[src/rtl/pds_pkg.sv]
package pds_pkg;
  localparam int WAIT_W       = 4;
  localparam int REG_W        = 32;
  localparam int BIT_STATUS   = 31;
  localparam int BIT_COLLAPSE = 0;
  localparam int BIT_HWTRIG   = 1;
  localparam int BIT_OVR      = 2;
  localparam int LSB_CLKOFF   = 12;
  localparam int LSB_FEW      = 16;
  localparam int LSB_REST     = 20;

  typedef enum logic [2:0] {
    ST_OFF, ST_UP_FEW, ST_UP_REST, ST_UP_CLK, ST_ON, ST_DN_CLK, ST_DN_ISO
  } pds_state_e;

  typedef struct packed {
    logic few;
    logic rest;
    logic clamp;
    logic clk;
    logic good;
  } pds_out_t;
endpackage

[src/rtl/pds_ctrl_reg.sv]
module pds_ctrl_reg
  import pds_pkg::*;
(
  input  logic              clk,
  input  logic              rst_n,
  input  logic              wr_en,
  input  logic [REG_W-1:0]  wr_data,
  input  logic              good,
  output logic [REG_W-1:0]  rd_data,
  output logic              collapse,
  output logic              hw_trig,
  output logic              ovr,
  output logic [WAIT_W-1:0] w_few,
  output logic [WAIT_W-1:0] w_rest,
  output logic [WAIT_W-1:0] w_clkoff
);
  logic unused_wbits;
  assign unused_wbits = ^{wr_data[REG_W-1:LSB_REST+WAIT_W],
                          wr_data[LSB_CLKOFF-1:BIT_OVR+1]};

  always_ff @(posedge clk or negedge rst_n) begin
    if (!rst_n) begin
      collapse <= 1'b1;
      hw_trig  <= 1'b0;
      ovr      <= 1'b0;
      w_few    <= '0;
      w_rest   <= '0;
      w_clkoff <= '0;
    end else if (wr_en) begin
      collapse <= wr_data[BIT_COLLAPSE];
      hw_trig  <= wr_data[BIT_HWTRIG];
      ovr      <= wr_data[BIT_OVR];
      w_few    <= wr_data[LSB_FEW +: WAIT_W];
      w_rest   <= wr_data[LSB_REST +: WAIT_W];
      w_clkoff <= wr_data[LSB_CLKOFF +: WAIT_W];
    end
  end

  always_comb begin
    rd_data                        = '0;
    rd_data[BIT_STATUS]            = good;
    rd_data[BIT_COLLAPSE]          = collapse;
    rd_data[BIT_HWTRIG]            = hw_trig;
    rd_data[BIT_OVR]               = ovr;
    rd_data[LSB_FEW +: WAIT_W]     = w_few;
    rd_data[LSB_REST +: WAIT_W]    = w_rest;
    rd_data[LSB_CLKOFF +: WAIT_W]  = w_clkoff;
  end
endmodule

[src/rtl/pds_wait_timer.sv]
module pds_wait_timer #(
  parameter int CNT_W = 16
) (
  input  logic             clk,
  input  logic             rst_n,
  input  logic             load,
  input  logic [CNT_W-1:0] load_val,
  output logic             done
);
  logic [CNT_W-1:0] cnt;

  always_ff @(posedge clk or negedge rst_n) begin
    if (!rst_n)          cnt <= '0;
    else if (load)       cnt <= load_val;
    else if (cnt != '0)  cnt <= cnt - 1'b1;
  end

  assign done = (cnt == '0);
endmodule

[src/rtl/pds_fsm.sv]
module pds_fsm
  import pds_pkg::*;
#(
  parameter int CNT_W       = 16,
  parameter int CLK_RESTART = 4
) (
  input  logic              clk,
  input  logic              rst_n,
  input  logic              want_off,
  input  logic              ovr,
  input  logic              done,
  input  logic [WAIT_W-1:0] w_few,
  input  logic [WAIT_W-1:0] w_rest,
  input  logic [WAIT_W-1:0] w_clkoff,
  output pds_state_e        state,
  output logic              load,
  output logic [CNT_W-1:0]  load_val
);
  pds_state_e nxt;

  function automatic logic [CNT_W-1:0] pow2m1(input logic [WAIT_W-1:0] n);
    return (CNT_W'(1) << n) - CNT_W'(1);
  endfunction

  always_comb begin
    nxt      = state;
    load     = 1'b0;
    load_val = '0;
    if (ovr) begin
      nxt = want_off ? ST_OFF : ST_ON;
    end else begin
      unique case (state)
        ST_OFF: if (!want_off) begin
          nxt = ST_UP_FEW; load = 1'b1; load_val = pow2m1(w_few);
        end
        ST_UP_FEW: if (done) begin
          nxt = ST_UP_REST; load = 1'b1; load_val = pow2m1(w_rest);
        end
        ST_UP_REST: if (done) begin
          nxt = ST_UP_CLK; load = 1'b1; load_val = CNT_W'(CLK_RESTART - 1);
        end
        ST_UP_CLK: if (done) nxt = ST_ON;
        ST_ON: if (want_off) begin
          nxt = ST_DN_CLK; load = 1'b1; load_val = pow2m1(w_clkoff);
        end
        ST_DN_CLK: if (done) nxt = ST_DN_ISO;
        ST_DN_ISO: nxt = ST_OFF;
        default: nxt = ST_OFF;
      endcase
    end
  end

  always_ff @(posedge clk or negedge rst_n) begin
    if (!rst_n) state <= ST_OFF;
    else        state <= nxt;
  end
endmodule

[src/rtl/pwr_dom_seq.sv]
module pwr_dom_seq
  import pds_pkg::*;
#(
  parameter int CLK_RESTART = 4
) (
  input  logic              clk,
  input  logic              rst_n,
  input  logic              wr_en,
  input  logic [REG_W-1:0]  wr_data,
  output logic [REG_W-1:0]  rd_data,
  input  logic              hw_collapse_req,
  output logic              sw_few_en,
  output logic              sw_rest_en,
  output logic              iso_clamp,
  output logic              clk_en,
  output logic              pwr_good
);
  localparam int CNT_W = 1 << WAIT_W;

  logic              collapse, hw_trig, ovr, want_off, done, load;
  logic [WAIT_W-1:0] w_few, w_rest, w_clkoff;
  logic [CNT_W-1:0]  load_val;
  pds_state_e        state;
  pds_out_t          o;

  pds_ctrl_reg u_reg (
    .clk(clk), .rst_n(rst_n), .wr_en(wr_en), .wr_data(wr_data),
    .good(o.good), .rd_data(rd_data), .collapse(collapse),
    .hw_trig(hw_trig), .ovr(ovr), .w_few(w_few), .w_rest(w_rest),
    .w_clkoff(w_clkoff)
  );

  assign want_off = hw_trig ? hw_collapse_req : collapse;

  pds_wait_timer #(.CNT_W(CNT_W)) u_tmr (
    .clk(clk), .rst_n(rst_n), .load(load), .load_val(load_val), .done(done)
  );

  pds_fsm #(.CNT_W(CNT_W), .CLK_RESTART(CLK_RESTART)) u_fsm (
    .clk(clk), .rst_n(rst_n), .want_off(want_off), .ovr(ovr), .done(done),
    .w_few(w_few), .w_rest(w_rest), .w_clkoff(w_clkoff),
    .state(state), .load(load), .load_val(load_val)
  );

  always_comb begin
    unique case (state)
      ST_UP_FEW:  o = '{few:1'b1, rest:1'b0, clamp:1'b1, clk:1'b0, good:1'b0};
      ST_UP_REST: o = '{few:1'b1, rest:1'b1, clamp:1'b1, clk:1'b0, good:1'b0};
      ST_UP_CLK:  o = '{few:1'b1, rest:1'b1, clamp:1'b0, clk:1'b0, good:1'b1};
      ST_ON:      o = '{few:1'b1, rest:1'b1, clamp:1'b0, clk:1'b1, good:1'b1};
      ST_DN_CLK:  o = '{few:1'b1, rest:1'b1, clamp:1'b0, clk:1'b0, good:1'b0};
      ST_DN_ISO:  o = '{few:1'b1, rest:1'b1, clamp:1'b1, clk:1'b0, good:1'b0};
      default:    o = '{few:1'b0, rest:1'b0, clamp:1'b1, clk:1'b0, good:1'b0};
    endcase
  end

  assign sw_few_en  = o.few;
  assign sw_rest_en = o.rest;
  assign iso_clamp  = o.clamp;
  assign clk_en     = o.clk;
  assign pwr_good   = o.good;
endmodule

[config.mk]
export PLATFORM = sky130hd
export DESIGN_NAME = pwr_dom_seq
export DESIGN_NICKNAME = d
export VERILOG_FILES = /design/src/rtl/pds_pkg.sv /design/src/rtl/pds_ctrl_reg.sv /design/src/rtl/pds_wait_timer.sv /design/src/rtl/pds_fsm.sv /design/src/rtl/pwr_dom_seq.sv
export SDC_FILE = /design/constraint.sdc
export NUM_CORES = 1
export LEC_CHECK = 0
export ABC_AREA = 1
export CAP_MARGIN = 0
export CORE_UTILIZATION = 40
export CTS_CLUSTER_SIZE = 10
export DETAILED_ROUTE_END_ITERATION = 12
export PLACE_DENSITY = 0.78
export SKIP_CTS_REPAIR_TIMING = 1
export SLEW_MARGIN = 20
export SYNTH_ARGS = -nofsm -noshare
export SYNTH_HDL_FRONTEND = slang
export SYNTH_HIERARCHICAL = 1
export SYNTH_SLANG_ARGS = --single-unit
[constraint.sdc]
create_clock -name clk -period 7.6 [get_ports clk]
set_input_delay 0.76 -clock clk [delete_from_list [all_inputs] [get_ports clk]]
set_output_delay 0.76 -clock clk [all_outputs]
set_load 0.01 [all_outputs]
==> results.md, run 1 <==
- Hold Path Depth: 2
- Initial antenna violation count: 0
- Syn Std Cell Area: between 3000 and 4000 µm²
- Crit path max-delay family: simple AND/OR/NAND/NOR gates
- Crit Reg-Reg Endpoint: u_tmr/cnt[12]$_DFFE_PN0P_
- Lkg Pwr: between 1.5 and 2 nW
- Main flop type after synthesis: dfrtp_1
- GRT Overall Usage: 18.4%
- ANT nets after route: 0
- Layout Skew: a little over 6 ps
- Slew headroom: 53.4%
- Hpwl dp: 5910 µm
- Syn Area/Cell: between 6 and 7 µm²
- Share of cells above drive strength 1: between 10% and 20%
- DRC viols: 0
- First-pass GRT wire length: 13000 µm
- Post-Syn Instances: between 500 and 600
- CP max stage delay: 380 ps
- Synth top area share: approximately 25%
- CTS tree: done
- Slew @ Worst Pin: 691 ps
- 1st-pass router iterations: 5
- Max stage delay cell, worst path: dfrtp_1
- R2R depth: 15
- Largest cells by area after synthesis: dfrtp_1 (25%), nand2_1 (18%), buf_4 (7.5%), inv_1 (6.0%), nand3_1 (5.7%)
- I/O Buffers: 39
- CTS clock-pin slew for the worst setup and hold paths: ~70 ps
- Antenna diode count: 0
- Flops & latches, synth: 34
- Largest net degree at the start of global routing: 35
- Fmax: around 320 MHz
- PD cells: approximately 280 nW/µm²
- Final GP Congestion: approximately 0.97
- Fin crit share: 41.5%
- Count of final hold-check violations: 0
- DRT Wirelength: ~7600 µm
- Maximum fanout along the worst path: 21
- Max-Cap Viols: 0
- Min-Delay Path Class: flip-flop to flip-flop
- Initial Util: 42.2%
- Gr ovfl total: 0
- Die width: just over 90 µm
- Final Util: a little under half
- RSZ-0062 raised after global routing: no
- CP Class: flip-flop to flip-flop
- Clk root buf: clkbuf_8
- Crit path to: u_tmr/cnt[12]$_DFFE_PN0P_
- Area leader, netlist: dfrtp_1
- Die Span Y: 93.0 µm
- Worst Setup Start Kind: flip-flop
- Row count: 32
- # nets final: 580
- Vias in the first global route: 2977
- CP Cell Sequence: inv_1 > ha_1 > nand2_2 > nor2_1 > nand3_1 > nor3_1 > nand3_2 > inv_2 > nor3_1 > a21oi_1 > buf_4 > inv_1 > or2_2 > nand2_1 > nor2_1
- YS warnings: 6
- Drt wl/cell: 11.8 µm
- WHS: between 400 and 500 ps
- CP Data Arrival Time: between 3000 and 4000 ps
- Ys async rst share: between 90% and 100%
- Boundary pin count: 73
- Status: finished, final reports clean
- Final setup violation count: 0
- Fill count: ~810
- Vias per cell: 4.98
- Slew Viols, Final: 0
- VDD IR-drop max: 0.112 mV
- Register area: ~850 µm²
- Die Area: 8640 µm²
- Multi-input logic area: 1940 µm²
- RR Startpoint: u_tmr/cnt[0]$_DFFE_PN0P_
- CTS Sinks: 34
- CTS Buffer Depth: 2
- Core area: 7850 µm²
- Routed via count: 3202
- EDFF count, synth: 0
- Critical path depth: 15
- Crit end category: flip-flop
- Area delta synth->final: 11.5%
- Bufs and invs on worst path: 4
- R2R Setup Slk: about 4400 ps
- Iter 0 DRT Violations: about 210
- Final min period: between 3000 and 4000 ps
- Library cells used by synthesis: 43
- TritonCTS Buffers: 5
- TNS Setup: 0 ps
- H-tree level count: 2
- CP required: approximately 7800 ps
- Critical path launch point: u_tmr/cnt[0]$_DFFE_PN0P_
- Clk_lat worst skew: ~300 ps
- Seq/Total Area, Yosys: between 20% and 30%
-- worst min-delay path by stage --
| stage | start | end | slack, ps |
|---|---|---|---|
| after floorplan | u_reg/collapse$_DFFE_PN1P_ | u_reg/collapse$_DFFE_PN1P_ | 450 |
| after global placement | u_reg/collapse$_DFFE_PN1P_ | u_reg/collapse$_DFFE_PN1P_ | 460 |
| after detailed placement | u_reg/collapse$_DFFE_PN1P_ | u_reg/collapse$_DFFE_PN1P_ | 460 |
| after CTS | u_reg/collapse$_DFFE_PN1P_ | u_reg/collapse$_DFFE_PN1P_ | 470 |
| after global routing | u_reg/collapse$_DFFE_PN1P_ | u_reg/collapse$_DFFE_PN1P_ | 490 |
| final | u_reg/collapse$_DFFE_PN1P_ | u_reg/collapse$_DFFE_PN1P_ | 470 |
-- registers in the layout, indices dropped and copies added, names as in the netlist --
register        flops
u_fsm/state         3
u_reg/collapse      1
u_reg/hw_trig       1
u_reg/ovr           1
u_reg/w_clkoff      4
u_reg/w_few         4
u_reg/w_rest        4
u_tmr/cnt          16
-- cells in the mapped netlist (2+ instances only) --
| library cell | n |
|---|---|
| o21ai_1 | 8 |
| dfrtp_1 | 33 |
| o21bai_1 | 3 |
| nand3_2 | 7 |
| nor2_1 | 44 |
| ha_1 | 4 |
| o221ai_1 | 2 |
| a21boi_1 | 2 |
| xnor2_1 | 4 |
| inv_1 | 53 |
| o211ai_1 | 2 |
| o31ai_1 | 3 |
| buf_4 | 33 |
| inv_2 | 14 |
| o22ai_1 | 2 |
| nand3b_1 | 2 |
| o21ai_0 | 18 |
| a21oi_1 | 9 |
| buf_2 | 2 |
| nor2_4 | 7 |
| nor2_2 | 11 |
| nand3_1 | 38 |
| buf_6 | 3 |
| nand2_1 | 160 |
| nand4_1 | 5 |
| nor3_1 | 13 |
| xor2_1 | 4 |
| nand2_2 | 15 |
| conb_1 | 2 |
| clkbuf_1 | 2 |
-- worst register-to-register path, stage by stage (launching register included) --
cell	delay, ps
dfrtp_1	380
inv_1	110
ha_1	250
nand2_2	120
nor2_1	200
nand3_1	130
nor3_1	320
nand3_2	210
inv_2	180
nor3_1	80
a21oi_1	140
buf_4	250
inv_1	240
or2_2	340
nand2_1	70
nor2_1	40
-- cell usage in the layout, fill, tap and decap left out, types with 5 or more instances in the layout --
cell               n
nand3_1           38
nor2_4             7
o21ai_0           18
inv_1             53
o21ai_1            8
nand2_2           15
dfrtp_1           33
nand4_1            5
inv_2             14
nor2_2            11
conb_1            17
nor3_1            13
a21oi_1            9
clkbuf_8           8
nor2_1            44
nand3_2            7
clkdlybuf4s50_1   39
nand2_1          160
-- where the power goes --
group	switching (W)	leakage, nW	total, W	internal (W)
Combinational	0.000351	1.42	0.000579	0.000228
Sequential	0.0000614	0.424	0.000293	0.000232
Clock	0.0000688	0.0575	0.000160	0.0000915
Total	0.000481	1.90	0.00103	0.000551
-- area by class of cell --
| cell class | instances | area share, % |
|---|---|---|
| multi-input cells | 390 | 52.4 |
| flip-flops and latches | 34 | 23.1 |
| repair buffers | 41 | 11.0 |
| inverters | 68 | 7.05 |
| well taps | 102 | 3.46 |
| clock buffers | 8 | 2.98 |
-- stage by stage --
stage          setup slack, ps  instances  cell area (µm²)  total power [W]
6_report                  4440        643             3690          0.00103
5_1_grt                   4200        643             3690          0.00113
4_1_cts                   4430        643             3690          0.00103
3_5_place_dp              4460        635             3580         0.000870
3_3_place_gp              4470        635             3580         0.000857
2_1_floorplan             5230        533             3370         0.000732
-- cells by family after synthesis --
family	share of synthesized area [%]
AND/OR/NAND/NOR	43.5
buffers and inverters	17.5
AO/OA/AOI/OAI	9.45
flip-flops	25.7
XOR/XNOR	2.12
adder cells (fa/ha/maj)	1.51
other	0.227
-- per-layer routing --
metal | global-route usage [%] | routed length (µm)
met5 | 0 | 0
met4 | 7.95 | 189
met3 | 3.33 | 408
met2 | 31.0 | 3610
met1 | 23.1 | 3380
Power figures use the tool's default switching activity.
==> run 2: changes to the inputs <==
Settings changed: PLACE_DENSITY 0.78 to 0.8.
Clock period 7.6 ns to 2.65 ns, I/O delays scaled along.
==> results.md, run 2 (same netlist as run 1, synthesis figures left out) <==
- CTS Sinks: 34
- ANT nets after route: 0
- CP required: ~2800 ps
- DRT Wirelength: around 7500 µm
- Row count: 32
- Final min period: 2450 ps
- VDD IR-drop max: around 0.29 mV
- TritonCTS Buffers: 5
- PD cells: 808 nW/µm²
- Vias per cell: slightly below 5
- Total Power: around 0.0030 W
- GRT Overall Usage: 18.3%
- Min-Delay Path Class: primary input to async pin
- WHS: 377 ps
- Clock Power Share: between 10% and 20%
- Die Span Y: between 90 and 100 µm
- Status: finished, final reports clean
- Routed via count: 3171
- Gr ovfl total: 0
- Initial Util: 42.2%
- Commonest non-fill, non-tap cell in the layout: nand2_1
- Share of cells above drive strength 1: ~15%
- Slew Viols, Final: 0
- Lkg Pwr: 1.94 nW
- Largest Register: u_tmr/cnt
- H-tree level count: 2
- Switching power: 0.00142 W
- Final setup violation count: 0
- DRC viols: 0
- Max FFs per register: 16
- Slew @ Worst Pin: 610 ps
- First-pass GRT wire length: 13000 µm
- # nets final: ~590
- Fmax: 408 MHz
- Fin crit share: ~93%
- Clk root buf: clkbuf_8
- Layout Skew: between 5 and 6 ps
- Final Util: around 48%
- Logic gate share of total power: between 50% and 60%
- Initial antenna violation count: 0
- Pre-CTS WS: between 50 and 60 ps
- Antenna diode count: 0
- CTS clock-pin slew for the worst setup and hold paths: 70 ps
- Area delta synth->final: 13.6%
- Largest net degree at the start of global routing: 35
- CTS tree: done
- Critical path launch point: u_tmr/cnt[1]$_DFFE_PN0P_
- RR Startpoint: u_tmr/cnt[1]$_DFFE_PN0P_
- I/O Buffers: 39
- Vias in the first global route: about 3000
- TNS Setup: 0 ps
- CP Data Arrival Time: 2640 ps
- Core area: roughly 8000 µm²
- Sequential share of power: 28.1%
- CTS Buffer Depth: 2
- RSZ-0062 raised after global routing: no
- Die Area: just under 9000 µm²
- Clk_lat worst skew: just under 300 ps
- CP Class: flip-flop to flip-flop
- Slew headroom: between 50 and 60%
- Final setup margin: ~200 ps
- Worst Setup Start Kind: flip-flop
- Hpwl dp: 6080 µm
- Boundary pin count: 73
- Cell Int Power: 0.00162 W
- Sw Ratio: roughly 47%
- Die width: around 93 µm
- Count of final hold-check violations: 0
- Drt wl/cell: 11.6 µm
- Crit end category: flip-flop
- Iter 0 DRT Violations: approximately 140
- Final GP Congestion: ~0.95
- Max-Cap Viols: 0
- Maximum fanout along the worst path: 6
- Commonest cells after routing, fill and taps aside: nand2_1 (160), inv_1 (53), nor2_1 (43), clkdlybuf4s50_1 (39), nand3_1 (37)
- 1st-pass router iterations: 5
[run 2: path summary, 6_finish.rpt]
kind	endpoint	depth (start not counted)	slack, ps
worst max-delay path	u_tmr/cnt[12]$_DFFE_PN0P_	14	200
worst min-delay path	u_reg/w_rest[2]$_DFFE_PN0P_	2	380
worst max register to register	u_tmr/cnt[12]$_DFFE_PN0P_	14	200
worst min register to register	u_reg/collapse$_DFFE_PN1P_	2	490
max in group asynchronous	u_reg/collapse$_DFFE_PN1P_	2	1940
min in group clk	u_reg/collapse$_DFFE_PN1P_	2	490
[run 2: final cells by class]
cell class	count	area (µm²)
Inverter	68	260
Clock buffer	8	110
Sequential cell	34	852
Tap cell	102	128
Fill cell	794	4090
Timing Repair Buffer	48	458
Multi-Input combinational cell	390	1950
[run 2: critical path, cell delays in order, from the launching register on]
cell	delay, ps
dfrtp_1	380
inv_1	80
ha_1	190
nand2_2	110
nor2_2	160
nand3_2	130
nor3_4	240
inv_1	80
nor2_1	190
nor3_1	90
a21oi_1	170
inv_1	130
or2_2	290
nand2_1	70
nor2_1	40
[run 2: power by group through the flow]
stage	Combinational (W)	Sequential (W)	Clock [W]
floorplan	0.00129	0.000806	0
global placement	0.00166	0.000848	0
detailed placement	0.00171	0.000856	0
CTS	0.00172	0.000846	0.000459
global route	0.00195	0.000873	0.000488
finish	0.00174	0.000854	0.000448
[run 2: metrics by stage]
| step | area [µm²] | cells |
|---|---|---|
| after global placement | 3630 | 642 |
| after floorplan | 3370 | 533 |
| final | 3760 | 650 |
| after CTS | 3740 | 650 |
| after global routing | 3760 | 650 |
| after detailed placement | 3630 | 642 |
[run 2: layer usage]
metal | wire length (µm) | up-vias | GRT usage [%]
met5 | 0 | - | 0
met4 | 127 | 0 | 6.15
met3 | 330 | 13 | 2.20
met2 | 3710 | 93 | 32.4
met1 | 3380 | 1421 | 23.0
li1 | - | 1644 | -
==> run 3: changes to the inputs <==
Settings changed: CAP_MARGIN 0 to default, GPL_TIMING_DRIVEN from default to 0.
==> results.md, run 3 (same netlist as run 1, synthesis figures left out) <==
- Status: finished, final reports clean
- TNS Setup: 0 ps
- Hpwl dp: around 6300 µm
- DRC viols: 0
- Iter 0 DRT Violations: 137
- Drt wl/cell: around 11 µm
- Core area: slightly below 8000 µm²
- Die Span Y: ~93 µm
- Largest net degree at the start of global routing: 19
- Final min period: around 2500 ps
- Row count: 32
- H-tree level count: 2
- # nets final: 620
- First-pass GRT wire length: between 10000 and 15000 µm
- Lkg Pwr: around 2.1 nW
- Placed Area: around 3900 µm²
- Final Util: around half
- Largest Register: u_tmr/cnt
- Dpl cells: 674
- Final setup violation count: 0
- WHS: around 230 ps
- Fin crit share: between 90 and 100%
- Fmax: ~400 MHz
- PD cells: 764 nW/µm²
- Maximum fanout along the worst path: 10
- Area delta synth->final: 23.2%
- Slew headroom: about 50%
- Vias in the first global route: around 3100
- Fill count: slightly above 800
- 1st-pass router iterations: 4
- Share of cells above drive strength 1: around a fifth
- CTS tree: done
- Final Cell Area: 4080 µm²
- Slew Viols, Final: 0
- Clk root buf: clkbuf_8
- Multi-input logic area: 1990 µm²
- Initial Util: 42.2%
- VDD IR-drop max: just over 0.3 mV
- Register area: 852 µm²
- CP Class: flip-flop to flip-flop
- I/O Buffers: 38
- CTS Buffer Depth: 2
- Commonest cells after routing, fill and taps aside: nand2_1 (160), inv_1 (52), nor2_1 (41), nand3_1 (37), clkdlybuf4s50_1 (37)
- Crit end category: flip-flop
- Die Area: approximately 8600 µm²
- CTS clock-pin slew for the worst setup and hold paths: around 70 ps
- Routed via count: about 3300
- Clk_lat worst skew: just under 300 ps
- Fin cells: ~680
- Min-Delay Path Class: primary input to flip-flop
- Slew @ Worst Pin: between 700 and 800 ps
- GRT Overall Usage: between 10% and 20%
- Count of final hold-check violations: 0
- CTS Sinks: 34
- TritonCTS Buffers: 5
- Worst Setup Start Kind: flip-flop
- ANT nets after route: 0
- Vias per cell: 4.87
- DRT Wirelength: roughly 8000 µm
- Max FFs per register: 16
- Commonest non-fill, non-tap cell in the layout: nand2_1
- Die width: a little over 90 µm
- Antenna diode count: 0
- Initial antenna violation count: 0
- Boundary pin count: 73
- Layout Skew: a little over 6 ps
- CP Data Arrival Time: 2690 ps
- Final GP Congestion: between 0.9 and 1
- Gr ovfl total: 0
- Max-Cap Viols: 0
- CP required: ~2800 ps
run 3: changes by cell type in the layout (fill, tap and decap cells not counted), moves of 2 or more:
| cell | delta |
|---|---|
| buf_6 | +3 |
| buf_2 | +3 |
| buf_4 | +24 |
| clkdlybuf4s50_1 | -2 |
| nor2_4 | +2 |
| clkbuf_2 | +2 |
| nor2_1 | -2 |
run 3: critical path, stage by stage, from the launching register on:
cell and delay (ps):
dfrtp_1 380, inv_1 110, ha_4 170, nand2_2 110, nor2_4 130, nand3_2 110
nor3_4 280, inv_1 130, nor2_4 170, nor3_1 90, a21oi_2 170, inv_1 90
buf_2 190, o21ai_0 110, nand2_1 70, nand2_1 60, inv_1 40
run 3: per-layer routing:
| layer | share of wire, % | track usage [%] | wire [µm] | vias to the layer above |
|---|---|---|---|---|
| li1 | - | - | - | 1711 |
| met5 | 0 | 0 | 0 | - |
| met4 | 2.0 | 6.03 | 156 | 0 |
| met3 | 4.6 | 3.41 | 361 | 14 |
| met2 | 48 | 31.9 | 3740 | 100 |
| met1 | 46 | 24.8 | 3560 | 1503 |
run 3: worst paths after layout:
path,start,slack (ps),cells past startpoint,endpoint
max,u_tmr/cnt[1]$_DFFE_PN0P_,150,16,u_tmr/cnt[4]$_DFFE_PN0P_
min,wr_en,230,3,u_reg/w_rest[3]$_DFFE_PN0P_
max reg2reg,u_tmr/cnt[1]$_DFFE_PN0P_,150,16,u_tmr/cnt[4]$_DFFE_PN0P_
min reg2reg,u_reg/collapse$_DFFE_PN1P_,470,2,u_reg/collapse$_DFFE_PN1P_
max in group asynchronous,rst_n,1670,3,u_reg/collapse$_DFFE_PN1P_
min in group asynchronous,rst_n,470,2,u_reg/w_rest[3]$_DFFE_PN0P_
run 3: cell type report:
cell class | count | share of cell area [%]
inverter | 68 | 6.44
buffer | 41 | 7.88
timing repair buffer | 40 | 10.1
multi-input combinational | 390 | 48.9
tap | 102 | 3.13
clock buffer | 8 | 2.70
sequential | 34 | 20.9
run 3: power breakdown:
group	leakage (nW)	internal [W]	switching [W]
Sequential	0.424	0.000666	0.000169
Clock	0.0575	0.000263	0.000191
Combinational	1.64	0.000745	0.00108
Total	2.12	0.00167	0.00144
run 3: through the flow:
stage / total power (W) / setup slack (ps)
2_1_floorplan: 0.00210 / 278
3_3_place_gp: 0.00254 / -334
3_5_place_dp: 0.00258 / -367
4_1_cts: 0.00305 / -382
5_1_grt: 0.00341 / -33.6
6_report: 0.00312 / 146
